**src/rtl/ies_pkg.sv**
```systemverilog
package ies_pkg;
  typedef enum logic [3:0] {
    ST_IDLE,
    ST_WAKE,
    ST_E0, ST_E1, ST_E2, ST_E3,
    ST_R0, ST_R1, ST_R2, ST_R3
  } seq_st_e;
endpackage

```
**src/rtl/ies_pend.sv**
```systemverilog
module ies_pend #(
  parameter int N_IRQ = 8,
  parameter int ID_W  = 3
) (
  input  logic             clk_i,
  input  logic             rst_ni,
  input  logic [N_IRQ-1:0] irq_i,
  input  logic             clr_en_i,
  output logic             any_o,
  output logic [ID_W-1:0]  id_o
);

  logic [N_IRQ-1:0] pend_q;
  logic [N_IRQ-1:0] clr_mask;

  // lowest index wins
  always_comb begin
    any_o = |pend_q;
    id_o  = '0;
    for (int i = N_IRQ - 1; i >= 0; i--) begin
      if (pend_q[i]) id_o = ID_W'(i);
    end
  end

  for (genvar g = 0; g < N_IRQ; g++) begin : g_clr
    assign clr_mask[g] = clr_en_i && (id_o == ID_W'(g));
  end

  always_ff @(posedge clk_i or negedge rst_ni) begin
    if (!rst_ni) pend_q <= '0;
    else         pend_q <= (pend_q & ~clr_mask) | irq_i;
  end

  a_r9_clear_needs_pending: assert property (@(posedge clk_i) disable iff (!rst_ni)
    clr_en_i |-> any_o);

  a_r9_single_clear: assert property (@(posedge clk_i) disable iff (!rst_ni)
    (clr_en_i && irq_i == '0) |=> ($countones(pend_q) == $past($countones(pend_q)) - 1));

endmodule

```
**src/rtl/ies_fsm.sv**
```systemverilog
module ies_fsm
  import ies_pkg::*;
#(
  parameter int WAKE_CYC = 4
) (
  input  logic    clk_i,
  input  logic    rst_ni,
  input  logic    boundary_i,
  input  logic    mc_busy_i,
  input  logic    sei_i,
  input  logic    cli_i,
  input  logic    reti_i,
  input  logic    sleep_i,
  input  logic    any_i,
  output seq_st_e st_o,
  output logic    accept_o,
  output logic    gie_o,
  output logic    busy_o
);

  localparam int CNT_W = (WAKE_CYC > 1) ? $clog2(WAKE_CYC) : 1;

  seq_st_e           st_q, st_d;
  logic [CNT_W-1:0]  wcnt_q, wcnt_d;
  logic              gie_q, gie_d;
  logic              bnd;

  assign bnd = boundary_i && !mc_busy_i && !sleep_i;

  always_comb begin
    st_d     = st_q;
    wcnt_d   = wcnt_q;
    gie_d    = gie_q;
    accept_o = 1'b0;
    unique case (st_q)
      ST_IDLE: begin
        if (sleep_i) begin
          if (gie_q && any_i) begin
            accept_o = 1'b1;
            gie_d    = 1'b0;
            wcnt_d   = CNT_W'(WAKE_CYC - 1);
            st_d     = ST_WAKE;
          end
        end else if (bnd) begin
          if (reti_i) begin
            st_d = ST_R0;
          end else if (gie_q && !cli_i && any_i) begin
            accept_o = 1'b1;
            gie_d    = 1'b0;
            st_d     = ST_E0;
          end else if (sei_i) begin
            gie_d = 1'b1;
          end else if (cli_i) begin
            gie_d = 1'b0;
          end
        end
      end
      ST_WAKE: begin
        if (wcnt_q == '0) st_d = ST_E0;
        else              wcnt_d = wcnt_q - 1'b1;
      end
      ST_E0: st_d = ST_E1;
      ST_E1: st_d = ST_E2;
      ST_E2: st_d = ST_E3;
      ST_E3: st_d = ST_IDLE;
      ST_R0: st_d = ST_R1;
      ST_R1: st_d = ST_R2;
      ST_R2: st_d = ST_R3;
      ST_R3: begin
        gie_d = 1'b1;
        st_d  = ST_IDLE;
      end
      default: st_d = ST_IDLE;
    endcase
  end

  always_ff @(posedge clk_i or negedge rst_ni) begin
    if (!rst_ni) begin
      st_q   <= ST_IDLE;
      wcnt_q <= '0;
      gie_q  <= 1'b0;
    end else begin
      st_q   <= st_d;
      wcnt_q <= wcnt_d;
      gie_q  <= gie_d;
    end
  end

  assign st_o   = st_q;
  assign gie_o  = gie_q;
  assign busy_o = (st_q != ST_IDLE);

  a_r5_gie_off_in_entry: assert property (@(posedge clk_i) disable iff (!rst_ni)
    (st_q == ST_E0) |-> !gie_q);

  a_r8_gie_on_after_ret: assert property (@(posedge clk_i) disable iff (!rst_ni)
    (st_q == ST_R3) |=> gie_q);

  a_r4_busy_boundary_ignored: assert property (@(posedge clk_i) disable iff (!rst_ni)
    (st_q == ST_IDLE && boundary_i && mc_busy_i && !sleep_i) |=> (st_q == ST_IDLE));

  a_r6_no_entry_when_disabled: assert property (@(posedge clk_i) disable iff (!rst_ni)
    (st_q == ST_IDLE && !gie_q) |=> (st_q != ST_E0 && st_q != ST_WAKE));

endmodule

```
**src/rtl/ies_stack.sv**
```systemverilog
module ies_stack
  import ies_pkg::*;
#(
  parameter int          SP_W     = 16,
  parameter int          PC_W     = 16,
  parameter int unsigned SP_RESET = 'hDF
) (
  input  logic            clk_i,
  input  logic            rst_ni,
  input  seq_st_e         st_i,
  input  logic            accept_i,
  input  logic [PC_W-1:0] pc_i,
  input  logic [PC_W-1:0] vec_i,
  input  logic [7:0]      rdata_i,
  output logic            we_o,
  output logic            re_o,
  output logic [SP_W-1:0] addr_o,
  output logic [7:0]      wdata_o,
  output logic [SP_W-1:0] sp_o,
  output logic            pc_load_o,
  output logic [PC_W-1:0] pc_val_o
);

  logic [SP_W-1:0] sp_q;
  logic [PC_W-1:0] ret_q, vec_q;
  logic [7:0]      hi_q, lo_q;

  always_ff @(posedge clk_i or negedge rst_ni) begin
    if (!rst_ni) begin
      sp_q  <= SP_W'(SP_RESET);
      ret_q <= '0;
      vec_q <= '0;
      hi_q  <= '0;
      lo_q  <= '0;
    end else begin
      if (accept_i) begin
        ret_q <= pc_i;
        vec_q <= vec_i;
      end
      unique case (st_i)
        ST_E0, ST_E1: sp_q <= sp_q - SP_W'(1);
        ST_R0:        sp_q <= sp_q + SP_W'(1);
        ST_R1: begin
          sp_q <= sp_q + SP_W'(1);
          hi_q <= rdata_i;
        end
        ST_R2:        lo_q <= rdata_i;
        default: ;
      endcase
    end
  end

  always_comb begin
    we_o      = 1'b0;
    re_o      = 1'b0;
    addr_o    = sp_q;
    wdata_o   = '0;
    pc_load_o = 1'b0;
    pc_val_o  = '0;
    unique case (st_i)
      ST_E0: begin
        we_o    = 1'b1;
        wdata_o = ret_q[7:0];
      end
      ST_E1: begin
        we_o    = 1'b1;
        wdata_o = ret_q[15:8];
      end
      ST_E3: begin
        pc_load_o = 1'b1;
        pc_val_o  = vec_q;
      end
      ST_R0, ST_R1: begin
        re_o   = 1'b1;
        addr_o = sp_q + SP_W'(1);
      end
      ST_R3: begin
        pc_load_o = 1'b1;
        pc_val_o  = PC_W'({hi_q, lo_q});
      end
      default: ;
    endcase
  end

  assign sp_o = sp_q;

  a_r3_push_moves_sp_down: assert property (@(posedge clk_i) disable iff (!rst_ni)
    we_o |=> (sp_q == $past(sp_q) - SP_W'(1)));

  a_r8_pop_moves_sp_up: assert property (@(posedge clk_i) disable iff (!rst_ni)
    re_o |=> (sp_q == $past(sp_q) + SP_W'(1)));

  a_r2_vector_after_push: assert property (@(posedge clk_i) disable iff (!rst_ni)
    (st_i == ST_E3) |-> $past(we_o, 2));

endmodule

```
**src/rtl/irq_entry_seq.sv**
```systemverilog
module irq_entry_seq
  import ies_pkg::*;
#(
  parameter int          N_IRQ      = 8,
  parameter int          PC_W       = 16,
  parameter int          SP_W       = 16,
  parameter int unsigned SP_RESET   = 'hDF,
  parameter int unsigned VEC_BASE   = 1,
  parameter int unsigned VEC_STRIDE = 2,
  parameter int          WAKE_CYC   = 4
) (
  input  logic             clk_i,
  input  logic             rst_ni,
  input  logic [N_IRQ-1:0] irq_i,
  input  logic             boundary_i,
  input  logic             mc_busy_i,
  input  logic             sei_i,
  input  logic             cli_i,
  input  logic             reti_i,
  input  logic             sleep_i,
  input  logic [PC_W-1:0]  pc_i,
  input  logic [7:0]       stk_rdata_i,
  output logic             stk_we_o,
  output logic             stk_re_o,
  output logic [SP_W-1:0]  stk_addr_o,
  output logic [7:0]       stk_wdata_o,
  output logic [SP_W-1:0]  sp_o,
  output logic             pc_load_o,
  output logic [PC_W-1:0]  pc_val_o,
  output logic             gie_o,
  output logic             seq_busy_o
);

  localparam int ID_W = (N_IRQ > 1) ? $clog2(N_IRQ) : 1;

  logic            any;
  logic [ID_W-1:0] id;
  logic            accept;
  seq_st_e         st;
  logic [PC_W-1:0] vec;

  assign vec = PC_W'(VEC_BASE) + PC_W'(VEC_STRIDE) * PC_W'(id);

  ies_pend #(.N_IRQ(N_IRQ), .ID_W(ID_W)) u_pend (
    .clk_i    (clk_i),
    .rst_ni   (rst_ni),
    .irq_i    (irq_i),
    .clr_en_i (accept),
    .any_o    (any),
    .id_o     (id)
  );

  ies_fsm #(.WAKE_CYC(WAKE_CYC)) u_fsm (
    .clk_i      (clk_i),
    .rst_ni     (rst_ni),
    .boundary_i (boundary_i),
    .mc_busy_i  (mc_busy_i),
    .sei_i      (sei_i),
    .cli_i      (cli_i),
    .reti_i     (reti_i),
    .sleep_i    (sleep_i),
    .any_i      (any),
    .st_o       (st),
    .accept_o   (accept),
    .gie_o      (gie_o),
    .busy_o     (seq_busy_o)
  );

  ies_stack #(.SP_W(SP_W), .PC_W(PC_W), .SP_RESET(SP_RESET)) u_stack (
    .clk_i     (clk_i),
    .rst_ni    (rst_ni),
    .st_i      (st),
    .accept_i  (accept),
    .pc_i      (pc_i),
    .vec_i     (vec),
    .rdata_i   (stk_rdata_i),
    .we_o      (stk_we_o),
    .re_o      (stk_re_o),
    .addr_o    (stk_addr_o),
    .wdata_o   (stk_wdata_o),
    .sp_o      (sp_o),
    .pc_load_o (pc_load_o),
    .pc_val_o  (pc_val_o)
  );

endmodule

```
**config.mk**
```make
export PLATFORM = sky130hd
export DESIGN_NAME = irq_entry_seq
export DESIGN_NICKNAME = d
export VERILOG_FILES = /design/src/rtl/ies_pkg.sv /design/src/rtl/ies_pend.sv /design/src/rtl/ies_fsm.sv /design/src/rtl/ies_stack.sv /design/src/rtl/irq_entry_seq.sv
export SDC_FILE = /design/constraint.sdc
export NUM_CORES = 1
export LEC_CHECK = 0
export ABC_AREA = 1
export BUFFER_PORTS_ARGS = -buffer_cell sky130_fd_sc_hd__buf_4
export CAP_MARGIN = 20
export CORE_UTILIZATION = 32
export DETAILED_ROUTE_END_ITERATION = 7
export PLACE_DENSITY = 0.54
export SLEW_MARGIN = 20
export SYNTH_ARGS = -nofsm -noshare
export SYNTH_HDL_FRONTEND = slang
export SYNTH_SLANG_ARGS = --single-unit
```
**constraint.sdc**
```tcl
create_clock -name clk_i -period 4.2 [get_ports clk_i]
set_input_delay 0.42 -clock clk_i [delete_from_list [all_inputs] [get_ports clk_i]]
set_output_delay 0.42 -clock clk_i [all_outputs]
set_load 0.005 [all_outputs]
```
* After elaboration in Yosys (flattened, before gate mapping)
Index checks and enable logic that the tools add are counted.
Cells by class: add/subtract/negate cells 4, equality and inequality tests 25, mux-type cells 40, bitwise gates (word level) 3, reductions and logical operators 30
Operator list (number):
- 16-bit one-hot mux with 2 select lines | 2
- 4-bit one-hot mux with 8 select lines | 1
- 3-bit 2-to-1 mux | 8
- 4-bit 2-to-1 mux | 6
- 16-bit by 1-bit adder with 16-bit output, second input constant | 1
- 4-bit by 3-bit == test with 1-bit output, second input constant | 4
- 1-bit 2-to-1 mux | 16
- 16-bit 2-to-1 mux | 1
- 8-bit one-hot mux with 2 select lines | 1
- 16-bit by 1-bit subtractor with 16-bit output, second input constant | 1
- 1-bit logical AND | 13
- 3-bit == test, second input constant | 4
- 8-bit AND | 1
- 4-bit by 2-bit == test with 1-bit output, second input constant | 2
- 4-bit == test, second input constant | 2
- 8-bit inverter | 1
- 8-bit OR | 1
- 4-bit AND reduction | 2
- 8-bit OR reduction | 1
- 3-bit by 2-bit == test with 1-bit output, second input constant | 2
- 2-bit 2-to-1 mux | 3
- 3-bit by 2-bit inequality test with 1-bit output, second input constant | 2
- 2-bit nonzero test | 3
- 2-bit OR reduction | 3
- 17 further kinds | 21
Storage, ports and cells: bits in registers 79, input port bits 40, output and inout port bits 61, word-level logic and storage cells 111

* Logic depth before layout (Yosys ltp)
depth after elaboration 13, mapped depth 12, gate-level depth less buffers 12

* Modules after synthesis
Synthesis repeated with hierarchy kept, for this count alone.
Unflattened totals: cell total of the unflattened synthesis 700, area, all modules 4815.9 µm²
Modules (own cells, without submodules):
- ies_stack | times used 1, cells each 549, area each 3783.6 µm², sequential area each 1610.3 µm²
- ies_fsm | times used 1, cells each 84, area each 538.0 µm², sequential area each 175.2 µm²
- ies_pend | times used 1, cells each 65, area each 486.7 µm², sequential area each 200.2 µm²
- irq_entry_seq | times used 1, cells each 2, area each 7.5 µm², sequential area each 0.0 µm²

* Least setup slack after synthesis
Ideal clock, no wire load.
path type register -> output, start point register u_stack.sp_q[4], in the netlist u_stack.sp_o[4], end point output port stk_addr_o[13], data arrival time 1.436 ns, required time 3.780 ns, path slack 2.344 ns, stages on the path, launching flop included 9, buffers on the path 1, cell sequence dfstp_2 buf_2 nand2_1 nor2_1 nand2_1 nor2_1 nand3_1 nand3_1 o21ai_0
On the way: cells in the longest elaborated chain, start to end 2
Ends and longest elaborated chain:
- from (decl) | RTL line ies_stack.sv:24 | logic [SP_W-1:0] sp_q;
- from (signal assigned) | RTL line ies_stack.sv:30 | sp_q <= SP_W'(SP_RESET);
- from (signal assigned) | RTL line ies_stack.sv:41 | ST_E0, ST_E1: sp_q <= sp_q - SP_W'(1);
- from (signal assigned) | RTL line ies_stack.sv:42 | ST_R0: sp_q <= sp_q + SP_W'(1);
- 16-bit by 1-bit adder with 16-bit output | RTL line ies_stack.sv:75 | addr_o = sp_q + SP_W'(1);
- 16-bit 2-to-1 mux | RTL line ies_stack.sv:60 | unique case (st_i)
- to (decl) | RTL line irq_entry_seq.sv:25 | output logic [SP_W-1:0] stk_addr_o,
No other way between the ends.

* Final worst setup path
start point register u_stack.sp_q[1], in the netlist u_stack.sp_o[1], end point output port stk_addr_o[8]
The elaborated chain is that of the path after synthesis.

==> flow_metrics.tcl <==
set metrics [dict create \
    status "finished, final reports clean" \
    maxSlewViolCount 0 \
    reg2reg_depth 8 \
    fin_crit_ps 2572 \
    worstPathCellList "ha_1, nand2_1, nor2_1, nand2_1, a21oi_1, o21ai_1, o21ai_0, buf_4" \
    clk_latency_ps 320 \
    dpl.hpwl_mm 8.183 \
    cts_tree "done" \
    coreArea_um2 12620 \
    combPwrFrac_pct 41.9 \
    yosysTopAreaCell "dfrtp_1" \
    crit_top_cell "nand2_1" \
    grt_first_pass_wirelength_mm 18.02 \
    hold_viol_final 0 \
    synth_top_flop_cell "dfrtp_1" \
    post_cts_buffers 0 \
    dpl_cell_area_um2 4986 \
    final.setup.worst_slack_ps 1628 \
    final_area_um2 5338 \
    ir_worst_vdd_uv 181.8 \
    drc 0 \
    synth-xor-area-share_pct 0.2116 \
    final_util_pct 42.30 \
    areaGrowthSynthToFinish_pct 28.96 \
    grt_pass1_vias 3788 \
    cp_slowest_cell "dfstp_2" \
    clockBufferDepth 2 \
    antenna_found_initial 0 \
    grtUsageTotal_pct 17.19 \
    synth_edf_count 0 \
    slowest_delay_ps 560 \
    n_fill_cell 1380 \
    ys_top_cells_by_area "dfrtp_1 (36%), nand2_1 (19%), inv_1 (6.6%), nor2_1 (5.9%), o21ai_0 (5.4%)" \
    ios 101 \
    fp.dieH_um 115.7 \
    start_util_pct 32.80 \
    wl_mm 10.96 \
    yosys_register_bits 67 \
    fin_crit_sh_pct 61.23 \
    critPathBufInv 1 \
    cts_sinks 67 \
    nets 733 \
    synth_cells 594 \
    syn_area_um2 4139 \
    hp-class "in -> async" \
    leakage_nw 2.904 \
    placementRows 41 \
    dp.cells 849 \
    internal_power_mw 2.152 \
    cts_resized 0 \
    critPathCapture "stk_addr_o[8]" \
    drt_iter0_markers 287 \
    cp_top_family "simple AND/OR/NAND/NOR gates" \
    max_freq_ghz 0.3889 \
    vias 4108 \
    critPathKind "reg -> out" \
    cts_root_buf "clkbuf_16" \
    synth_compound_area_share_pct 11.85 \
    syn_nets 639 \
    switchingPower_mw 1.414 \
    postCtsHoldBufs 0 \
    die_w_um 115.7 \
    io_buffers 100 \
    drive_gt1_share_pct 21.65 \
    diodes 0 \
    start_kind "flip-flop" \
    worst-slew-pin-transition_ps 867.5 \
    r2r_start "u_fsm.st_o[3]" \
    drtAntennaViolNets 0 \
    cp.arrival_ps 2150 \
    path_clk_slew_ps 60 \
    synthAdderAreaFrac_pct 1.511 \
    p_per_area_nw_per_um2 668.2 \
    synth_top_family_by_area "simple AND/OR/NAND/NOR gates" \
    startpoint "u_stack.sp_o[1]" \
    dieArea_um2 13390 \
    wl_per_cell_um 12.67 \
    yosys.area_share.simple_pct 35.64 \
    worstSetupEndpointType "primary output" \
    r2r_setup_slack_ps 2050 \
    numCtsBuffers 9 \
    htreeDepth 3 \
    vias_per_cell 4.749 \
    seq_area_frac_synth_pct 40.72 \
    yosys_warnings 0 \
    first_pass_iters 8 \
    p_seq_share_pct 33.4 \
    grt_max_degree 68 \
    finalNonFillerCells 865 \
    clock_power_share_pct 24.7 \
    synth.area.mux_share_pct 0 \
    rsz0062_at_grt "no" \
    finalPower_mw 3.566 \
    async_flop_share_pct 100.0 \
    slew_headroom_pct 42.17 \
    ys_types 41 \
    gp_congestion 0.8312 \
    finalSetupTns_ps 0 \
    maxCapViolations 0 \
    syn_avg_cell_area_um2 6.968 \
    swShare_pct 39.65 \
    yosysTopAreaCellShare_pct 36.28 \
    dpl_worst_slack_ps 2016 \
    cp_num_cells 8 \
    reg2reg_to "u_pend.pend_q[7]" \
    overflow 0 \
    setup_viol 0 \
    worstPathRequired_ps 3780 \
    critPathMaxFanout 7 \
    skew_ps 7.708 \
    hold_ws_ps 206.3 \
]
-- cell families after synthesis --
logic type | after synthesis
AND/OR/NAND/NOR | 346
buffers and inverters | 95
AO/OA/AOI/OAI | 80
flip-flops | 67
adder cells (fa/ha/maj) | 5
XOR/XNOR | 1
-- cell usage after synthesis (2+ instances only) --
cell and count:
o21bai_1 3, ha_1 5, buf_6 6, a221oi_1 2, nor2_4 4, clkbuf_1 3, o21ai_0 45, dfrtp_1 60
inv_1 73, nand3_1 41, o21ai_1 7, o221ai_1 2, a32o_1 8, inv_2 3, a21oi_2 3, nand4_1 4
inv_4 2, nand2_4 2, nand2_1 209, dfstp_2 7, nor3_1 5, a21oi_1 3, buf_2 8, or2_2 3
nand2_2 5, nor2_1 65, nand3b_1 2
-- cell type report --
class | instances | area [um2] | share of cell area (%)
multi-input combinational | 432 | 2037 | 38.16
inverter | 78 | 297.8 | 5.579
tap | 172 | 215.2 | 4.032
clock inverter | 6 | 112.6 | 2.110
clock buffer | 10 | 239.0 | 4.477
timing repair buffer | 100 | 750.7 | 14.06
sequential | 67 | 1685 | 31.58
-- cell usage in the layout, fill, tap and decap left out, types with 3 or more instances in the layout --
cell,instances
nand2_1,209
buf_4,100
inv_1,73
nor2_1,65
dfrtp_1,60
o21ai_0,45
nand3_1,41
clkbuf_16,9
a32o_1,8
o21ai_1,7
dfstp_2,7
nand2_2,5
nor3_1,5
ha_1,5
nor2_4,4
nand4_1,4
inv_2,3
a21oi_1,3
or2_2,3
a21oi_2,3
o21bai_1,3
clkinvlp_4,3
bufinv_16,3
-- worst min path at each step --
| stage | from | to | depth (start not counted) |
|---|---|---|---|
| after floorplan | rst_ni | u_fsm.gie_o | 0 |
| after global placement | u_stack.vec_q[0] | u_stack.vec_q[0] | 2 |
| after detailed placement | u_stack.vec_q[0] | u_stack.vec_q[0] | 2 |
| after CTS | rst_ni | u_stack.sp_o[5] | 1 |
| after global routing | rst_ni | u_stack.sp_o[5] | 1 |
| final | rst_ni | u_stack.sp_o[5] | 1 |
-- sequential cells by signal, summed over array words and instances, names as in the netlist --
register       cells
u_stack.ret_q     16
u_stack.hi_q       8
u_stack.vec_q      4
u_fsm.wcnt_q       2
u_stack.sp_o      16
u_stack.lo_q       8
u_pend.pend_q      8
u_fsm.gie_o        1
u_fsm.st_o         4
-- layer usage --
layer  wire [um]  vias to the layer above  track usage [%]  share of wire (%)
met5           0                        -                0                  0
met4         130                        0            5.812                1.2
met3         557                       10            3.243                5.1
met2        5341                      116            28.46                 49
met1        4931                     1900            22.60                 45
li1            -                     2082                -                  -
-- power groups by stage --
| stage | sequential [mW] | clock, mW | combinational, mW |
|---|---|---|---|
| 6_report | 1.19 | 0.882 | 1.49 |
| 5_1_grt | 1.23 | 0.937 | 1.71 |
| 2_1_floorplan | 1.11 | 0 | 1.02 |
| 3_5_place_dp | 1.19 | 0 | 1.51 |
| 3_3_place_gp | 1.19 | 0 | 1.49 |
| 4_1_cts | 1.19 | 0.900 | 1.51 |
-- worst register-to-register path: cells and delay by family (launching register included) --
family	cells	cell delay (ps)
buffers and inverters	1	290
flip-flops	1	500
AO/OA/AOI/OAI	1	200
AND/OR/NAND/NOR	6	1050
Power figures use the tool's default switching activity.
